[src/rtl/qsd_pkg.sv]
package qsd_pkg;
  localparam int DIG_W = 3;
  typedef logic signed [DIG_W-1:0] qdigit_t;
endpackage

[src/rtl/qsd_split.sv]
// Two's complement operand -> radix-4 signed digits.
module qsd_split
  import qsd_pkg::*;
#(
  parameter int NDIG = 4,
  localparam int OP_W = 2 * NDIG
) (
  input  logic [OP_W-1:0]       bin_i,
  output logic [NDIG*DIG_W-1:0] dig_o
);
  for (genvar k = 0; k < NDIG; k++) begin : g_dig
    if (k < NDIG - 1) begin : g_low
      assign dig_o[DIG_W*k +: DIG_W] = {1'b0, bin_i[2*k +: 2]};
    end else begin : g_top
      assign dig_o[DIG_W*k +: DIG_W] = {bin_i[OP_W-1], bin_i[OP_W-1 -: 2]};
    end
  end
endmodule

[src/rtl/qsd_digit_pre.sv]
// First step: raw digit sum -> intermediate carry/sum.
module qsd_digit_pre
  import qsd_pkg::*;
(
  input  qdigit_t x_i,
  input  qdigit_t y_i,
  output qdigit_t carry_o,
  output qdigit_t isum_o
);
  logic signed [3:0] raw;
  assign raw = 4'(x_i) + 4'(y_i);

  always_comb begin
    if (raw > 4'sd2) begin
      carry_o = 3'sd1;
      isum_o  = 3'(raw - 4'sd4);
    end else if (raw < -4'sd2) begin
      carry_o = -3'sd1;
      isum_o  = 3'(raw + 4'sd4);
    end else begin
      carry_o = '0;
      isum_o  = 3'(raw);
    end
  end
endmodule

[src/rtl/qsd_addsub_core.sv]
// Digit-parallel add/subtract, no chain longer than one position.
module qsd_addsub_core
  import qsd_pkg::*;
#(
  parameter int NDIG = 4,
  localparam int IN_W  = NDIG * DIG_W,
  localparam int OUT_W = (NDIG + 1) * DIG_W
) (
  input  logic             sub_i,
  input  logic [IN_W-1:0]  a_dig_i,
  input  logic [IN_W-1:0]  b_dig_i,
  output logic [OUT_W-1:0] res_dig_o
);
  qdigit_t cy [NDIG];
  qdigit_t is [NDIG];

  for (genvar k = 0; k < NDIG; k++) begin : g_pos
    qdigit_t b_d, b_eff;
    assign b_d   = b_dig_i[DIG_W*k +: DIG_W];
    assign b_eff = sub_i ? -b_d : b_d;

    qsd_digit_pre u_pre (
      .x_i    (a_dig_i[DIG_W*k +: DIG_W]),
      .y_i    (b_eff),
      .carry_o(cy[k]),
      .isum_o (is[k])
    );

    if (k == 0) begin : g_first
      assign res_dig_o[0 +: DIG_W] = is[0];
    end else begin : g_rest
      assign res_dig_o[DIG_W*k +: DIG_W] = is[k] + cy[k-1];
    end
  end

  assign res_dig_o[DIG_W*NDIG +: DIG_W] = cy[NDIG-1];
endmodule

[src/rtl/qsd_merge.sv]
// Signed digits -> two's complement value.
module qsd_merge
  import qsd_pkg::*;
#(
  parameter int NDIG = 4,
  localparam int IN_W  = (NDIG + 1) * DIG_W,
  localparam int RES_W = 2 * NDIG + 2
) (
  input  logic [IN_W-1:0]         dig_i,
  output logic signed [RES_W-1:0] val_o
);
  always_comb begin
    val_o = '0;
    for (int k = 0; k <= NDIG; k++) begin
      val_o = val_o + (RES_W'(signed'(dig_i[DIG_W*k +: DIG_W])) <<< (2 * k));
    end
  end
endmodule

[src/rtl/qsd_addsub.sv]
module qsd_addsub
  import qsd_pkg::*;
#(
  parameter int NDIG = 4,
  localparam int OP_W  = 2 * NDIG,
  localparam int DW    = (NDIG + 1) * DIG_W,
  localparam int RES_W = 2 * NDIG + 2
) (
  input  logic                    clk,
  input  logic                    rst,
  input  logic                    sub_i,
  input  logic [OP_W-1:0]         a_i,
  input  logic [OP_W-1:0]         b_i,
  output logic [DW-1:0]           res_dig_o,
  output logic signed [RES_W-1:0] res_val_o
);
  logic [NDIG*DIG_W-1:0]   a_dig, b_dig;
  logic [DW-1:0]           sum_dig;
  logic signed [RES_W-1:0] sum_val;

  qsd_split #(.NDIG(NDIG)) u_split_a (.bin_i(a_i), .dig_o(a_dig));
  qsd_split #(.NDIG(NDIG)) u_split_b (.bin_i(b_i), .dig_o(b_dig));

  qsd_addsub_core #(.NDIG(NDIG)) u_core (
    .sub_i    (sub_i),
    .a_dig_i  (a_dig),
    .b_dig_i  (b_dig),
    .res_dig_o(sum_dig)
  );

  qsd_merge #(.NDIG(NDIG)) u_merge (.dig_i(sum_dig), .val_o(sum_val));

  always_ff @(posedge clk) begin
    if (rst) begin
      res_dig_o <= '0;
      res_val_o <= '0;
    end else begin
      res_dig_o <= sum_dig;
      res_val_o <= sum_val;
    end
  end
endmodule

[config.mk]
export PLATFORM = sky130hd
export DESIGN_NAME = qsd_addsub
export DESIGN_NICKNAME = d
export VERILOG_FILES = /design/src/rtl/qsd_pkg.sv /design/src/rtl/qsd_split.sv /design/src/rtl/qsd_digit_pre.sv /design/src/rtl/qsd_addsub_core.sv /design/src/rtl/qsd_merge.sv /design/src/rtl/qsd_addsub.sv
export SDC_FILE = /design/constraint.sdc
export NUM_CORES = 1
export LEC_CHECK = 0
export BUFFER_PORTS_ARGS = -buffer_cell sky130_fd_sc_hd__buf_4
export CAP_MARGIN = 20
export CELL_PAD_IN_SITES_DETAIL_PLACEMENT = 1
export CELL_PAD_IN_SITES_GLOBAL_PLACEMENT = 2
export CORE_ASPECT_RATIO = 0.7
export CORE_UTILIZATION = 36
export CTS_CLUSTER_SIZE = 28
export DETAILED_ROUTE_END_ITERATION = 16
export GPL_ROUTABILITY_DRIVEN = 0
export PLACE_DENSITY = 0.95
export SYNTH_ARGS = -nofsm -noshare
export SYNTH_HDL_FRONTEND = slang
export SYNTH_SLANG_ARGS = --single-unit
[constraint.sdc]
create_clock -name clk -period 18.7 [get_ports clk]
set_input_delay 1.87 -clock clk [delete_from_list [all_inputs] [get_ports clk]]
set_output_delay 1.87 -clock clk [all_outputs]
set_load 0.01 [all_outputs]
# [After elaboration in Yosys (flattened, before gate mapping)]
# Index checks and enable logic that the tools add are counted.
[word_totals] word_cells=55 input_bits=19 register_bits=25
[op_classes] mux=20 n_addsub=23 reduce_logical=1 n_lt_le_gt_ge=8
[ops] operator="$mux 3" count=19
[ops] operator="$gt 4x3->1 const B" count=4
[ops] operator="$lt 4x2->1 const B" count=4
[ops] operator="$add 3x3->3 const B" count=4
[ops] operator="$add 3x3->4" count=3
[ops] operator="$neg 2->3" count=4
[ops] operator="$sub 3x3->3 const B" count=4
[ops] operator="$add 10x10->10" count=1
[ops] operator="$add 8x9->10" count=1
[ops] operator="$add 3x3->3" count=3
[ops] operator="$add 6x7->8" count=1
[ops] operator="$add 3x5->6" count=1
[ops] operator="$add 2x3->4" count=1
[ops] operator="$mux 2" count=1
[ops] operator="$reduce_or 2->1" count=1

# [Depth between registers and ports, before layout]
[logic_depth] depth_word=11 ltp_mapped=28

# [Cells and area by module]
# A second synthesis with hierarchy kept.
[hier_totals] cells_unflattened=290 hier_area_um2=2613.8
[by_module_without_submodules] mod="qsd_addsub" area_each_um2=673.1 cells_each=52 n_inst=1 seq_area_each_um2=500.5
[by_module_without_submodules] mod="qsd_digit_pre at u_core.g_pos[0].u_pre ..." area_each_um2=215.2 cells_each=29 n_inst=3 seq_area_each_um2=0.0
[by_module_without_submodules] mod="qsd_merge" area_each_um2=471.7 cells_each=47 n_inst=1 seq_area_each_um2=0.0
[by_module_without_submodules] mod="qsd_addsub_core" area_each_um2=381.6 cells_each=45 n_inst=1 seq_area_each_um2=0.0
[by_module_without_submodules] mod="qsd_digit_pre at u_core.g_pos[3].u_pre" area_each_um2=254.0 cells_each=33 n_inst=1 seq_area_each_um2=0.0
[by_module_without_submodules] mod="qsd_split" area_each_um2=93.8 cells_each=13 n_inst=2 seq_area_each_um2=0.0

# [Worst setup path after synthesis]
# OpenSTA, ideal clock, no wires.
[synth_timing] path_kind="input to register" start="input b_i[2]" end="register res_val_o[9]" t_required_ns=18.629 cell_stages=27 path_buffers=0 arrival_ns=7.174 path_slack_ns=11.456 setup_time_ns=0.071 cell_sequence="inv_1 ha_1 nand2_1 o21ai_0 fa_1 nand2_1 nor3b_1 a31oi_1 ha_1 inv_1 fa_1 xor2_1 xnor2_2 xnor2_1 ha_1 inv_1 fa_1 inv_1 ha_1 fa_1 a21o_1 a21oi_1 xnor2_1 xnor2_1 xnor2_1 or3_1 a21oi_1"
[synth_via] elab_chain_len=11
[synth_lines] item="start: declaration" line="qsd_addsub.sv:13" source="input logic [OP_W-1:0] b_i,"
[synth_lines] item="$neg 2->3" line="qsd_addsub_core.sv:20" source="assign b_eff = sub_i ? -b_d : b_d;"
[synth_lines] item="$mux 3 *" line="qsd_addsub_core.sv:20"
[synth_lines] item="$add 3x3->4 *" line="qsd_digit_pre.sv:11" source="assign raw = 4'(x_i) + 4'(y_i);"
[synth_lines] item="$lt 4x2->1 or $add 3x3->3 (tied branches)" line="qsd_digit_pre.sv:17, qsd_digit_pre.sv:19"
[synth_lines] item="$mux 3" line="qsd_digit_pre.sv:17" source="end else if (raw < -4'sd2) begin"
[synth_lines] item="$mux 3" line="qsd_digit_pre.sv:14" source="if (raw > 4'sd2) begin"
[synth_lines] item="$add 3x3->3" line="qsd_addsub_core.sv:32" source="assign res_dig_o[DIG_W*k +: DIG_W] = is[k] + cy[k-1];"
[synth_lines] item="$add 3x5->6" line="qsd_merge.sv:15" source="val_o = val_o + (RES_W'(signed'(dig_i[DIG_W*k +: DIG_W])) <<< (2 * k));"
[synth_lines] item="$add 6x7->8 *" line="qsd_merge.sv:15"
[synth_lines] item="$add 8x9->10 *" line="qsd_merge.sv:15"
[synth_lines] item="$add 10x10->10 *" line="qsd_merge.sv:15"
[synth_lines] item="end signal: assignment" line="qsd_addsub.sv:39" source="res_val_o <= sum_val;"
[synth_lines] item="end: declaration" line="qsd_addsub.sv:15" source="output logic signed [RES_W-1:0] res_val_o"
# Every way passes the cells marked *; elsewhere a longest branch is shown, timed or not.
# A chain may end at the register's enable or synchronous reset.

# [Final worst setup path]
[layout_timing] start="input b_i[0]" end="register res_val_o[9]"
[layout_via] elab_chain_len=11
[layout_lines] item="$neg 2->3" line="qsd_addsub_core.sv:20"
[layout_lines] item="$mux 3 *" line="qsd_addsub_core.sv:20"
[layout_lines] item="$add 3x3->4 *" line="qsd_digit_pre.sv:11"
[layout_lines] item="$lt 4x2->1" line="qsd_digit_pre.sv:17"
[layout_lines] item="$mux 3" line="qsd_digit_pre.sv:17"
[layout_lines] item="$mux 3" line="qsd_digit_pre.sv:14"
[layout_lines] item="$add 3x3->3" line="qsd_addsub_core.sv:32"
[layout_lines] item="$add 3x5->6 *" line="qsd_merge.sv:15"
[layout_lines] item="$add 6x7->8 *" line="qsd_merge.sv:15"
[layout_lines] item="$add 8x9->10 *" line="qsd_merge.sv:15"
[layout_lines] item="$add 10x10->10 *" line="qsd_merge.sv:15"
# Marks and branches as above.

==> summary.txt <==
Run status
  • Status: complete, no violations

Yosys
  • Synthesized Nets: about 280
  • Synth Flop Type: dfxtp_1
  • Ranking of synthesized cells by area: dfxtp_1 (23%), ha_1 (21%), fa_1 (12%), xnor2_1 (6.6%), nor2b_1 (5.3%)
  • Top-area cell type share of the netlist area: between 20% and 30%
  • Number of enable flip-flop cells after synthesis: 0
  • Area leader, netlist: dfxtp_1
  • Yosys cell types: 38
  • Seq/Total Area, Yosys: 23.1%
  • Yosys warnings: 0
  • Mapped Avg Cell Area: 9.49 µm²
  • Post-synth ARST share: 0%
  • Post-Synthesis Cells: 210
  • Netlist Area Pre-Place: 1990 µm²
  • #FFs+latches synth: 23

Die
  • Core Rows: 22
  • IO Count: 44
  • Initial Util: roughly 38%
  • Core area: 5290 µm²
  • Die W: 90.9 µm
  • Die footprint: 5840 µm²
  • Die span in y: approximately 64 µm

Clocking
  • CTS Sinks: 23
  • TritonCTS clock tree: yes
  • Post-CTS Hold Buffers: 0
  • Post-CTS sizing: 0
  • Worst-path clk slew: 80 ps
  • CTS Buffer Depth: 2
  • # Post-CTS Setup Buffers: 0
  • CTS Buf Count: 3
  • H-tree Lvls: 1
  • Clk root buf: clkbuf_8

Power and ir drop
  • Clk pwr share: under 10%
  • NetSw: 0.202 mW
  • Pleak: between 1 and 1.5 nW
  • Worst IR Drop VDD: between 0.07 and 0.08 mV
  • Internal power: 0.260 mW
  • Pwr per Cell Area: 191 nW/µm²
  • Sequential Power Share: 14.9%
  • Switching Fraction: between 40% and 50%
  • Logic pwr share: approximately four fifths

Placement
  • HPWL Detailed: 3370 µm
  • IO buf count: 43

Final layout
  • # nets final: 318
  • Share of layout cells above drive strength 1: approximately 22%
  • Most frequent cells in the layout: buf_4 (43), ha_1 (34), inv_1 (26), dfxtp_1 (23), nor2b_1 (17)
  • Layout area overhead: 21.4%
  • Commonest non-fill, non-tap cell in the layout: buf_4
  • Reg area: 460 µm²
  • Antenna diodes: 0
  • Area occupied by multi-input gates: 1400 µm²
  • Filler instances: approximately 650

Critical path
  • WP data required: 18,900 ps
  • WS Path Type: primary input to flop
  • Capturing element type of the critical path: flop
  • Slowest stage delay, CP: 510 ps
  • Nature of the critical path startpoint: primary input
  • Most used cell, CP: xnor2_1
  • Slowest CP cell: fa_1
  • CP Max Fanout: 3
  • Critical path data arrival time: 7740 ps

Routing
  • Pre-antenna DRT Iters: 4
  • Routed WL: 3860 µm
  • Drt initial violations: 17
  • WL/cell: between 10 and 15 µm
  • Drt drc: 0
  • Final ANT Viol Nets: 0
  • Vias/cell: approximately 4.5
  • Vias: 1,451

Timing
  • Hold Slack: 1930 ps
  • Min cycle time layout: 7540 ps
  • Setup violations, final: 0
  • RSZ-0062 raised after global routing: no
  • Max-slew violation count: 0
  • Final worst-path cycle share: a little over 40%
  • Setup total negative slack: 0 ps
  • Max-slew headroom: 52.4%
  • Fmax: 133 MHz
  • Least-Margin Pin Slew: 713 ps
  • Fin. Hold Viols: 0

Hold path
  • Hold Path Class: primary input to flop
  • Hold path depth: 2
  • Hold worst-path end: res_dig_o[7]
  • Hold Startpoint: rst

GRT
  • Grt total ovfl: 0
  • Largest net degree at the start of global routing: 24
  • Initial antenna violation count: 0
  • Global Route Usage Sum: around 14%
  • First-pass GRT wire length: 6530 µm
  • Vias in the first global route: between 1k and 1.5k

Run
  • Max-cap check violation count: 0
## registers in the layout (all words and copies together) (netlist names)
signal,count
res_dig_o,15
res_val_o,8
## how the worst max path moves through the flow
stage | endpoint | slack (ps) | start
6_report | res_val_o[9] | 11160 | b_i[0]
5_1_grt | res_val_o[9] | 10740 | b_i[1]
4_1_cts | res_val_o[9] | 11140 | b_i[0]
3_3_place_gp | res_val_o[9] | 11050 | b_i[0]
2_1_floorplan | res_val_o[9] | 11460 | b_i[2]
3_5_place_dp | res_val_o[9] | 10890 | b_i[0]
## cells in the mapped netlist, types with 3 or more instances
library cell,count
nand2_1,10
nand2b_1,3
ha_1,34
nor2b_1,17
a21o_1,3
fa_1,12
nor2_1,14
dfxtp_1,23
xor2_1,4
o21ai_0,6
a21oi_1,9
xnor2_1,15
inv_1,26
## layout make-up
class / instances / share of cell area, %
Sequential cell: 23 / 19.0
Timing Repair Buffer: 43 / 13.4
Multi-Input combinational cell: 156 / 57.9
Tap cell: 72 / 3.73
Clock inverter: 1 / 0.207
Inverter: 26 / 4.04
Clock buffer: 3 / 1.71
## metrics by stage
| step | cell area, µm² | worst slack (ps) | total power, mW | util, % | cells |
|---|---|---|---|---|---|
| 2_1_floorplan | 1990 | 11460 | 0.352 | - | 210 |
| 3_3_place_gp | 2370 | 11050 | 0.418 | 44.9 | 320 |
| 3_5_place_dp | 2370 | 10890 | 0.430 | 44.9 | 320 |
| 4_1_cts | 2420 | 11140 | 0.468 | 45.7 | 324 |
| 5_1_grt | 2420 | 10740 | 0.518 | 45.7 | 324 |
| 6_report | 2420 | 11160 | 0.462 | 45.7 | 324 |
## worst max-delay path: cells and delay by family
| kind | cells | cell delay [ps] |
|---|---|---|
| adders and majority gates | 8 | 3000 |
| xor gates and xnor gates | 7 | 1340 |
| AOI/OAI and AO/OA | 5 | 680 |
| and+or+nand+nor | 3 | 620 |
| buffers and inverters | 4 | 210 |
## logic make-up after synthesis
logic type / share of synthesized area [%]
AO/OA/AOI/OAI: 8.67
XOR/XNOR: 10.8
adder cells (fa/ha/maj): 33.4
buffers and inverters: 6.60
flip-flops: 23.1
multiplexers: 1.07
AND/OR/NAND/NOR: 16.3
## layer usage
layer / share of wire, % / wire length [µm] / global-route usage [%] / vias to the layer above
met5: 0 / 0 / 0 / -
li1: - / - / - / 766
met4: 1.0 / 39 / 3.57 / 0
met2: 43 / 1670 / 23.1 / 33
met3: 3.6 / 139 / 1.90 / 4
met1: 52 / 2010 / 19.3 / 648
## power groups by stage
stage | Clock (mW) | Sequential (mW) | Combinational (mW)
after floorplan | 0 | 0.0768 | 0.275
after global placement | 0 | 0.0698 | 0.348
after detailed placement | 0 | 0.0701 | 0.360
after CTS | 0.0311 | 0.0689 | 0.368
after global routing | 0.0344 | 0.0700 | 0.413
final | 0.0308 | 0.0687 | 0.363
Power figures use the tool's default switching activity.
